`src/rtl/sfl_pkg.sv`:
```
`timescale 1ns/1ps
package sfl_pkg;

   typedef enum logic [1:0] {
      LD_IDLE = 2'd0,
      LD_CMD  = 2'd1,
      LD_DATA = 2'd2,
      LD_DONE = 2'd3
   } ld_state_e;

   typedef enum logic [1:0] {
      DIV_1 = 2'd0,
      DIV_2 = 2'd1,
      DIV_4 = 2'd2,
      DIV_8 = 2'd3
   } sck_div_e;

   localparam sck_div_e   DIV_SAFE      = DIV_8;
   localparam logic [7:0] RATE_CMD_BYTE = 8'hD1;

   // last cycle index inside one flash bit for a divide code
   function automatic logic [2:0] div_mask(input sck_div_e c);
      logic [2:0] m;
      case (c)
         DIV_1:   m = 3'd0;
         DIV_2:   m = 3'd1;
         DIV_4:   m = 3'd3;
         default: m = 3'd7;
      endcase
      return m;
   endfunction

   // first cycle index of the high half of sck
   function automatic logic [2:0] div_half(input sck_div_e c);
      return (div_mask(c) >> 1) + 3'd1;
   endfunction

endpackage

```
`src/rtl/sfl_sck_gen.sv`:
```
`timescale 1ns/1ps
module sfl_sck_gen
   import sfl_pkg::*;
(
   input  logic     clk_i,
   input  logic     rst_ni,
   input  logic     run_i,
   input  sck_div_e div_q_i,
   input  sck_div_e div_d_i,
   output logic     bit_end_o,
   output logic     sck_o
);

   logic [2:0] cnt_q;
   logic [2:0] cnt_d;
   logic [2:0] last_idx;
   logic       sck_q;
   logic       sck_d;

   assign last_idx  = div_mask(div_q_i);
   assign bit_end_o = run_i && (cnt_q == last_idx);

   always_comb begin
      if (!run_i || bit_end_o) begin
         cnt_d = 3'd0;
      end else begin
         cnt_d = cnt_q + 3'd1;
      end
   end

   // registered sck for the divided rates, computed for the next cycle's divider
   always_comb begin
      sck_d = run_i && (div_d_i != DIV_1) && (cnt_d >= div_half(div_d_i));
   end

   always_ff @(posedge clk_i or negedge rst_ni) begin
      if (!rst_ni) begin
         cnt_q <= 3'd0;
         sck_q <= 1'b0;
      end else begin
         cnt_q <= cnt_d;
         sck_q <= sck_d;
      end
   end

   // full rate: high while the system clock is low; run_i only moves when that is 0
   assign sck_o = (div_q_i == DIV_1) ? (run_i & ~clk_i) : sck_q;


   cnt_range_chk: assert property (@(posedge clk_i) disable iff (!rst_ni)
      cnt_q <= last_idx);


   div_at_boundary_chk: assert property (@(posedge clk_i) disable iff (!rst_ni)
      !$stable(div_q_i) |-> cnt_q == 3'd0);


   idle_quiet_chk: assert property (@(posedge clk_i) disable iff (!rst_ni)
      !run_i |-> !sck_q);

endmodule

```
`src/rtl/sfl_cmd_tx.sv`:
```
`timescale 1ns/1ps
module sfl_cmd_tx #(
   parameter int               ADDR_W     = 24,
   parameter logic [ADDR_W-1:0] START_ADDR = '0,
   parameter logic [7:0]       READ_OP    = 8'h03
) (
   input  logic clk_i,
   input  logic rst_ni,
   input  logic load_i,
   input  logic shift_i,
   output logic mosi_o,
   output logic last_o
);

   localparam int CMD_BITS = 8 + ADDR_W;
   localparam int IDX_W    = $clog2(CMD_BITS);
   localparam logic [IDX_W-1:0] LAST_IDX = IDX_W'(CMD_BITS - 1);

   logic [CMD_BITS-1:0] sh_q;
   logic [IDX_W-1:0]    idx_q;

   assign last_o = shift_i && (idx_q == LAST_IDX);
   assign mosi_o = sh_q[CMD_BITS-1];

   always_ff @(posedge clk_i or negedge rst_ni) begin
      if (!rst_ni) begin
         sh_q  <= '0;
         idx_q <= '0;
      end else if (load_i) begin
         sh_q  <= {READ_OP, START_ADDR};
         idx_q <= '0;
      end else if (shift_i) begin
         sh_q  <= {sh_q[CMD_BITS-2:0], 1'b0};
         idx_q <= last_o ? '0 : idx_q + IDX_W'(1);
      end
   end


   mosi_hold_chk: assert property (@(posedge clk_i) disable iff (!rst_ni)
      (!shift_i && !load_i) |=> $stable(mosi_o));

endmodule

```
`src/rtl/sfl_rx_asm.sv`:
```
`timescale 1ns/1ps
module sfl_rx_asm #(
   parameter int LANES = 4
) (
   input  logic             clk_i,
   input  logic             rst_ni,
   input  logic             clr_i,
   input  logic             quad_i,
   input  logic             take_i,
   input  logic [LANES-1:0] miso_i,
   output logic [7:0]       byte_nxt_o,
   output logic             fin_o,
   output logic [7:0]       byte_o,
   output logic             vld_o
);

   logic [7:0] sh_q;
   logic [7:0] sh_d;
   logic [2:0] pos_q;
   logic [2:0] last_pos;

   generate
      if (LANES == 4) begin : g_wide
         // device k supplies bit k of the nibble, high nibble first
         assign sh_d     = quad_i ? {sh_q[3:0], miso_i} : {sh_q[6:0], miso_i[0]};
         assign last_pos = quad_i ? 3'd1 : 3'd7;
      end else begin : g_narrow
         logic unused_quad;
         assign unused_quad = quad_i;
         assign sh_d        = {sh_q[6:0], miso_i[0]};
         assign last_pos    = 3'd7;
      end
   endgenerate

   assign fin_o      = take_i && (pos_q == last_pos);
   assign byte_nxt_o = sh_d;

   always_ff @(posedge clk_i or negedge rst_ni) begin
      if (!rst_ni) begin
         sh_q   <= 8'h00;
         pos_q  <= 3'd0;
         byte_o <= 8'h00;
         vld_o  <= 1'b0;
      end else begin
         vld_o <= fin_o;
         if (clr_i) begin
            pos_q <= 3'd0;
         end else if (take_i) begin
            sh_q  <= sh_d;
            pos_q <= fin_o ? 3'd0 : pos_q + 3'd1;
         end
         if (fin_o) begin
            byte_o <= sh_d;
         end
      end
   end


   vld_pulse_chk: assert property (@(posedge clk_i) disable iff (!rst_ni)
      vld_o |=> !vld_o);


   pos_range_chk: assert property (@(posedge clk_i) disable iff (!rst_ni)
      pos_q <= last_pos);

endmodule

```
`src/rtl/sfl_rate_watch.sv`:
```
`timescale 1ns/1ps
module sfl_rate_watch
   import sfl_pkg::*;
#(
   parameter int CNT_W  = 24,
   parameter int WINDOW = 16
) (
   input  logic             clk_i,
   input  logic             rst_ni,
   input  logic             start_i,
   input  logic             fin_i,
   input  logic [7:0]       byte_i,
   input  logic [CNT_W-1:0] idx_i,
   output sck_div_e         div_q_o,
   output sck_div_e         div_d_o
);

   logic armed_q;
   logic armed_d;
   logic in_window;

   generate
      if (WINDOW < 1) begin : g_bad_window
         $error("sfl_rate_watch: WINDOW must be at least 1");
      end
   endgenerate

   assign in_window = int'(idx_i) < WINDOW;

   always_comb begin
      div_d_o = div_q_o;
      armed_d = armed_q;
      if (start_i) begin
         div_d_o = DIV_SAFE;
         armed_d = 1'b0;
      end else if (fin_i) begin
         if (armed_q) begin
            div_d_o = sck_div_e'(byte_i[1:0]);
            armed_d = 1'b0;
         end else if (byte_i == RATE_CMD_BYTE && in_window) begin
            armed_d = 1'b1;
         end
      end
   end

   always_ff @(posedge clk_i or negedge rst_ni) begin
      if (!rst_ni) begin
         div_q_o <= DIV_SAFE;
         armed_q <= 1'b0;
      end else begin
         div_q_o <= div_d_o;
         armed_q <= armed_d;
      end
   end


   safe_after_start_chk: assert property (@(posedge clk_i) disable iff (!rst_ni)
      start_i |=> div_q_o == DIV_SAFE);


   div_change_src_chk: assert property (@(posedge clk_i) disable iff (!rst_ni)
      (div_q_o != $past(div_q_o)) |-> ($past(start_i) || ($past(armed_q) && $past(fin_i))));


   arm_window_chk: assert property (@(posedge clk_i) disable iff (!rst_ni)
      (!armed_q && fin_i && !start_i && !in_window) |=> !armed_q);

endmodule

```
`src/rtl/sfl_loader.sv`:
```
`timescale 1ns/1ps
module sfl_loader
   import sfl_pkg::*;
#(
   parameter int                LANES      = 4,
   parameter int                CNT_W      = 24,
   parameter int                ADDR_W     = 24,
   parameter logic [ADDR_W-1:0] START_ADDR = '0,
   parameter logic [7:0]        READ_OP    = 8'h03,
   parameter int                WINDOW     = 16
) (
   input  logic             clk_i,
   input  logic             rst_ni,
   input  logic             start_i,
   input  logic             quad_i,
   input  logic [CNT_W-1:0] byte_count_i,
   output logic             done_o,
   output logic             sck_o,
   output logic             cs_n_o,
   output logic             mosi_o,
   input  logic [LANES-1:0] miso_i,
   output logic [7:0]       byte_o,
   output logic             byte_vld_o
);

   generate
      if (LANES != 1 && LANES != 4) begin : g_bad_lanes
         $error("sfl_loader: LANES must be 1 or 4");
      end
      if (CNT_W < 1 || CNT_W > 31) begin : g_bad_cnt
         $error("sfl_loader: CNT_W must be within 1..31");
      end
      if (ADDR_W < 1 || ADDR_W > 32) begin : g_bad_addr
         $error("sfl_loader: ADDR_W must be within 1..32");
      end
   endgenerate

   ld_state_e        state_q;
   ld_state_e        state_d;
   logic             quad_q;
   logic [CNT_W-1:0] len_q;
   logic [CNT_W-1:0] seen_q;
   logic             cs_n_q;
   logic             done_q;

   logic             run;
   logic             start_ok;
   logic             bit_end;
   logic             cmd_shift;
   logic             cmd_last;
   logic             take;
   logic             fin;
   logic             last_byte;
   logic [7:0]       byte_nxt;
   sck_div_e         div_q;
   sck_div_e         div_d;

   assign run       = (state_q == LD_CMD) || (state_q == LD_DATA);
   assign start_ok  = start_i && ((state_q == LD_IDLE) || (state_q == LD_DONE));
   assign cmd_shift = bit_end && (state_q == LD_CMD);
   assign take      = bit_end && (state_q == LD_DATA);
   assign last_byte = fin && ((seen_q + CNT_W'(1)) == len_q);

   always_comb begin
      state_d = state_q;
      case (state_q)
         LD_IDLE, LD_DONE: begin
            if (start_i) state_d = LD_CMD;
         end
         LD_CMD: begin
            if (cmd_last) state_d = (len_q == '0) ? LD_DONE : LD_DATA;
         end
         LD_DATA: begin
            if (last_byte) state_d = LD_DONE;
         end
         default: state_d = LD_IDLE;
      endcase
   end

   always_ff @(posedge clk_i or negedge rst_ni) begin
      if (!rst_ni) begin
         state_q <= LD_IDLE;
         quad_q  <= 1'b0;
         len_q   <= '0;
         seen_q  <= '0;
         cs_n_q  <= 1'b1;
         done_q  <= 1'b0;
      end else begin
         state_q <= state_d;
         cs_n_q  <= !((state_d == LD_CMD) || (state_d == LD_DATA));
         done_q  <= (state_d == LD_DONE);
         if (start_ok) begin
            quad_q <= quad_i;
            len_q  <= byte_count_i;
            seen_q <= '0;
         end else if (fin) begin
            seen_q <= seen_q + CNT_W'(1);
         end
      end
   end

   assign cs_n_o = cs_n_q;
   assign done_o = done_q;

   sfl_sck_gen i_sck_gen (
      .clk_i     (clk_i),
      .rst_ni    (rst_ni),
      .run_i     (run),
      .div_q_i   (div_q),
      .div_d_i   (div_d),
      .bit_end_o (bit_end),
      .sck_o     (sck_o)
   );

   sfl_cmd_tx #(
      .ADDR_W     (ADDR_W),
      .START_ADDR (START_ADDR),
      .READ_OP    (READ_OP)
   ) i_cmd_tx (
      .clk_i   (clk_i),
      .rst_ni  (rst_ni),
      .load_i  (start_ok),
      .shift_i (cmd_shift),
      .mosi_o  (mosi_o),
      .last_o  (cmd_last)
   );

   sfl_rx_asm #(
      .LANES (LANES)
   ) i_rx_asm (
      .clk_i      (clk_i),
      .rst_ni     (rst_ni),
      .clr_i      (start_ok),
      .quad_i     (quad_q),
      .take_i     (take),
      .miso_i     (miso_i),
      .byte_nxt_o (byte_nxt),
      .fin_o      (fin),
      .byte_o     (byte_o),
      .vld_o      (byte_vld_o)
   );

   sfl_rate_watch #(
      .CNT_W  (CNT_W),
      .WINDOW (WINDOW)
   ) i_rate_watch (
      .clk_i   (clk_i),
      .rst_ni  (rst_ni),
      .start_i (start_ok),
      .fin_i   (fin),
      .byte_i  (byte_nxt),
      .idx_i   (seen_q),
      .div_q_o (div_q),
      .div_d_o (div_d)
   );


   done_released_chk: assert property (@(posedge clk_i) disable iff (!rst_ni)
      done_o |-> cs_n_o);


   busy_start_chk: assert property (@(posedge clk_i) disable iff (!rst_ni)
      ((state_q == LD_DATA) && start_i && !last_byte) |=> state_q == LD_DATA);


   count_bound_chk: assert property (@(posedge clk_i) disable iff (!rst_ni)
      (state_q == LD_DATA) |-> seen_q < len_q);


   cmd_select_chk: assert property (@(posedge clk_i) disable iff (!rst_ni)
      start_ok |=> !cs_n_o && !done_o);

endmodule

```
`config.mk`:
```
export PLATFORM = sky130hd
export DESIGN_NAME = sfl_loader
export DESIGN_NICKNAME = d
export VERILOG_FILES = /design/src/rtl/sfl_pkg.sv /design/src/rtl/sfl_sck_gen.sv /design/src/rtl/sfl_cmd_tx.sv /design/src/rtl/sfl_rx_asm.sv /design/src/rtl/sfl_rate_watch.sv /design/src/rtl/sfl_loader.sv
export SDC_FILE = /design/constraint.sdc
export NUM_CORES = 1
export LEC_CHECK = 0
export ABC_CLOCK_PERIOD_IN_PS = 2900
export BUFFER_PORTS_ARGS = -buffer_cell sky130_fd_sc_hd__buf_2
export CAP_MARGIN = 20
export CORE_MARGIN = 2
export CORE_UTILIZATION = 45
export CTS_BUF_LIST = sky130_fd_sc_hd__clkbuf_4 sky130_fd_sc_hd__clkbuf_8 sky130_fd_sc_hd__clkbuf_16
export DETAILED_ROUTE_END_ITERATION = 10
export GPL_TIMING_DRIVEN = 0
export PLACE_DENSITY = 0.72
export SYNTH_ARGS = -nofsm -noshare
export SYNTH_HDL_FRONTEND = slang
export SYNTH_SLANG_ARGS = --single-unit
```
`constraint.sdc`:
```
create_clock -name clk_i -period 2.9 [get_ports clk_i]
set_clock_uncertainty 0.05 [all_clocks]
set_input_delay 0 -clock clk_i [delete_from_list [all_inputs] [get_ports clk_i]]
set_output_delay 0 -clock clk_i [all_outputs]
set_load 0.1 [all_outputs]
```
==> results.md <==
Run status:
- The run finished, with violations left.
- The checks that failed: setup timing.

Routing:
- After detailed routing, the number of remaining DRC violations is 0.
- The post-detailed-route count of antenna-violating nets is 0.
- The post-detailed-route via-to-cell ratio is 5.713.
- After detailed routing, the average wire length per cell comes to 17.45 um.
- Wires add up to 14960 um.
- The number of violations reported at the end of detailed-routing iteration 0 is 416.
- The first-pass iteration count of the detailed router is 5.
- Across all layers, the routed design uses 4896 vias.

Worst setup path:
- The setup slack of the worst register-to-register path is -0.07 ns.
- Counting cells, the worst reg-to-reg path comes to 10.
- By startpoint and endpoint, the worst setup path is classified as register to register.
- The slowest cell on the critical path is sky130_fd_sc_hd__or4_4.
- On the critical path the largest part of the delay comes from simple AND/OR/NAND/NOR gates.
- The critical path contains buffers and inverters numbering 2 combined.
- The signal on the critical path passes through nand4_4 > or4_4 > buf_6 > or4b_4 > o211ai_2 > nand2_1 > a2111oi_4 > a31o_1 > ha_1 > inv_1.
- The reg-to-reg startpoint is seen_q[10].
- The data required time at the worst endpoint is 3.25 ns.
- The data arrival time of the critical path is 3.32 ns.
- The delay of the slowest cell on the worst path is 0.62 ns.
- The kind of start point of the critical path is a register.
- The worst register-to-register path ends at cs_n_o.
- The maximum fanout encountered on the critical timing path is 7.
- The kind of capture point of the worst setup path is a register.

Timing:
- Setup repair after global routing could not meet its margin everywhere.
- At the pin with the least slew margin, the transition time is 0.7173 ns.
- The total count of hold-check failures in the final report is 0.
- The timing-limited maximum frequency is 336.2 MHz.
- After layout, the worst setup slack is -0.07448 ns.
- Setup violations remaining at the end of the flow were counted as 2.
- The max-slew violation count was 0.
- Dividing the final minimum period by the clock period gives 102.6%.
- The worst pin sits at a relative slew slack of 51.51%.
- In the final timing run, aggregate negative setup slack is -0.09562 ns.
- The minimum clock period is 2.974 ns.

GRT:
- The global route total overflow is 0.
- The initial antenna violation count is 0.
- Entering global routing, the biggest net connects 65 pins.
- The number of global-route vias before repair is 4807.
- Across every metal layer, demand over resource in global routing totals 25.06%.
- The global-route wire length before repair is 24380 um.

Power and ir drop:
- Net switching is 35.96% of the power.
- Cell internal power was estimated by the tool at 0.002941 W.
- Power spread over the standard cell area amounts to 681.4 nW/um2.
- VDD sags by at most 0.0006140 V.
- In this run the power spent charging and discharging nets is 0.001651 W.
- The static power due to leakage is 3.064 nW.
- The sequential group share of total power is 39.2%.
- The clock network is responsible for 32.5% of the overall power.
- The combinational power share is 28.3%.

Clock network:
- Clock-pin slew was measured on the worst setup and hold paths at 0.07 ns.
- The clock latency at the later pin of the worst-skew pair is 0.46 ns.
- TritonCTS built the clock tree.

Worst hold path:
- The path with the worst hold slack has its endpoint at quad_q.
- The path class of the tightest hold or removal check is input pin to register.
- The instance count along the most critical hold path is 4.
- The hold path startpoint is quad_i.

Die:
- The chip height is 111.0 um.
- The effective utilization at floorplan is 45.67%.
- The die area is 12310 um2.
- The floorplan has 39 rows.
- The floorplan core area is 11270 um2.
- In this run the count of I/O pins placed on the die edge is 45.
- The overall die width is 111.0 um.

Place:
- After legalization and detailed placement, the total HPWL measured 10060 um.
- During placement, the flow inserted port buffers numbering 44.
- The congestion estimate from routability-driven global placement came to 0.9680.
- Prior to clock tree synthesis, the placed netlist has a worst setup slack of -0.4924 ns.
- The placed instance count is 788.

Synthesis:
- The number of nets handed over by synthesis was 643.
- Counting flops with a built-in enable in the synthesized netlist gives 0.
- In this run, synthesis produced a sequential element count of 92.
- The cell count after synthesis came out at 600.
- The portion of the post-synthesis area used by sequential elements is 44.80%.
- The Yosys step of the flow raised 0 warnings.
- In the synthesized netlist the dominant register cell turns out to be sky130_fd_sc_hd__dfrtp_1.
- The number of distinct library cell variants in the gate-level netlist after synthesis is 64.
- The post-synthesis average cell area is 8.579 um2.
- For this run, asynchronously set or reset flops after synthesis account for 100.0%.
- The synthesized netlist occupies a cell area of 5147 um2.

Finish:
- The final cell utilization of the core is 59.80%.
- The number of nets in the layout is 752.
- The diode insertion count for antenna repair is 0.
- The final standard cell count with taps included and fillers excluded is 857.
- The area growth from synthesis to layout is 30.94%.
- The post-route netlist has 21.01% of its cells at a drive strength greater than 1.

Job:
- The number of maximum-capacitance constraint violations is 0.
-- synthesized netlist by cell type, drive strengths merged (8+ instances only) --
master	n	share of area [%]
nor4	18	2.6
nor3	11	1.2
xor2	12	2.0
nand4	8	1.1
nand2	137	10
o21ai	59	5.7
nand3	22	2.1
clkbuf	30	2.2
inv	15	1.1
mux2i	12	2.3
dfrtp	89	43
xnor2	22	3.7
ha	11	2.7
nor2	44	3.2
a21oi	22	2.1
-- flip-flops by register name, indices dropped and copies added (netlist names) --
signal                count
state_q                   2
i_rate_watch.div_q_o      2
cs_n_o                    1
i_sck_gen.sck_q           1
i_rx_asm.pos_q            3
i_rx_asm.byte_o           8
i_rx_asm.sh_q             7
i_cmd_tx.idx_q            5
i_rx_asm.vld_o            1
i_cmd_tx.sh_q             8
quad_q                    1
len_q                    24
i_rate_watch.armed_q      1
i_sck_gen.cnt_q           3
seen_q                   24
done_o                    1
-- metal layers --
| metal | global-route usage (%) | vias to the layer above | part of all wire, % |
|---|---|---|---|
| met4 | 11.42 | 0 | 2.3 |
| met2 | 40.33 | 184 | 50 |
| met3 | 3.937 | 32 | 5.7 |
| met5 | 0 | - | 0 |
| li1 | - | 2316 | - |
| met1 | 33.49 | 2364 | 42 |
-- area by class of cell --
| cell class | count | area [um2] |
|---|---|---|
| Fill cell | 929 | 4532 |
| Multi-Input combinational cell | 456 | 2870 |
| Sequential cell | 92 | 2316 |
| Timing Repair Buffer | 99 | 754.5 |
| Clock buffer | 15 | 332.8 |
| Tap cell | 143 | 178.9 |
| Buffer | 31 | 167.7 |
| Inverter | 16 | 62.56 |
| Clock inverter | 5 | 57.56 |
-- power by group through the flow --
stage	registers, W	clock network (W)	logic (W)
after floorplan	0.00177	0.0000382	0.000825
after global placement	0.00180	0.0000410	0.00112
after detailed placement	0.00181	0.0000410	0.00117
after CTS	0.00178	0.00151	0.00128
after global routing	0.00182	0.00158	0.00144
final	0.00180	0.00149	0.00130
-- kinds of logic after synthesis --
kind of cell             after synthesis  synth area share [%]
AND/OR/NAND/NOR                      279                 25.79
multiplexers                          14                 2.771
XOR/XNOR                              34                 5.785
flip-flops                            92                 44.80
adder cells (fa/ha/maj)               11                 2.674
buffers and inverters                 52                 4.035
AO/OA/AOI/OAI                        118                 14.15
-- how the worst max path moves through the flow --
stage                            start               to  slack, ns  cells after the start
6_report                    seen_q[10]           cs_n_o      -0.07                     10
5_1_grt                     seen_q[10]           cs_n_o      -0.16                     10
4_1_cts                      seen_q[5]           cs_n_o       -0.1                     11
3_5_place_dp                 seen_q[3]           cs_n_o      -0.49                     11
3_3_place_gp                 seen_q[5]           cs_n_o      -0.44                     11
2_1_floorplan  i_rate_watch.div_q_o[0]  i_sck_gen.sck_q      0.003                     12
-- worst min-delay path: stages --
cell                            delay (ns)
sky130_fd_sc_hd__dlygate4sd3_1        0.52
sky130_fd_sc_hd__buf_2                0.09
sky130_fd_sc_hd__nand2_1              0.04
sky130_fd_sc_hd__nand2_1              0.04
-- metrics by stage --
| stage | total power (W) | hold WS, ns | area (um2) |
|---|---|---|---|
| after detailed placement | 0.003021 | -0.08759 | 5637 |
| after floorplan | 0.002636 | -0.3456 | 5207 |
| after global placement | 0.002959 | 0.1405 | 5607 |
| after CTS | 0.004576 | 0.2098 | 6679 |
| after global routing | 0.004838 | 0.2195 | 6740 |
| final | 0.004593 | 0.2180 | 6740 |
-- layout by cell type, fill, tap and decap left out, types with 7 or more instances in the layout --
cell type,synthesis,final
sky130_fd_sc_hd__a21oi_1,22,20
sky130_fd_sc_hd__buf_2,5,46
sky130_fd_sc_hd__buf_4,1,23
sky130_fd_sc_hd__clkbuf_1,28,18
sky130_fd_sc_hd__clkbuf_16,0,12
sky130_fd_sc_hd__dfrtp_1,89,81
sky130_fd_sc_hd__dfrtp_2,0,8
sky130_fd_sc_hd__dlygate4sd3_1,0,32
sky130_fd_sc_hd__ha_1,11,9
sky130_fd_sc_hd__inv_1,13,13
sky130_fd_sc_hd__mux2i_1,12,11
sky130_fd_sc_hd__nand2_1,137,135
sky130_fd_sc_hd__nand3_1,22,19
sky130_fd_sc_hd__nand4_1,7,7
sky130_fd_sc_hd__nor2_1,44,43
sky130_fd_sc_hd__nor3_1,10,10
sky130_fd_sc_hd__nor4_1,15,14
sky130_fd_sc_hd__o21ai_0,55,55
sky130_fd_sc_hd__xnor2_1,22,22
sky130_fd_sc_hd__xor2_1,12,12
-- what timing repair did --
action	in CTS	in global routing
gates resized for setup	38	17
hold endpoints to repair	123	0
setup endpoints to repair	7	19
hold buffers	33	0
pin swaps	11	4
buffers inserted	19	3
Note: power is estimated with default switching activity, not from simulation.
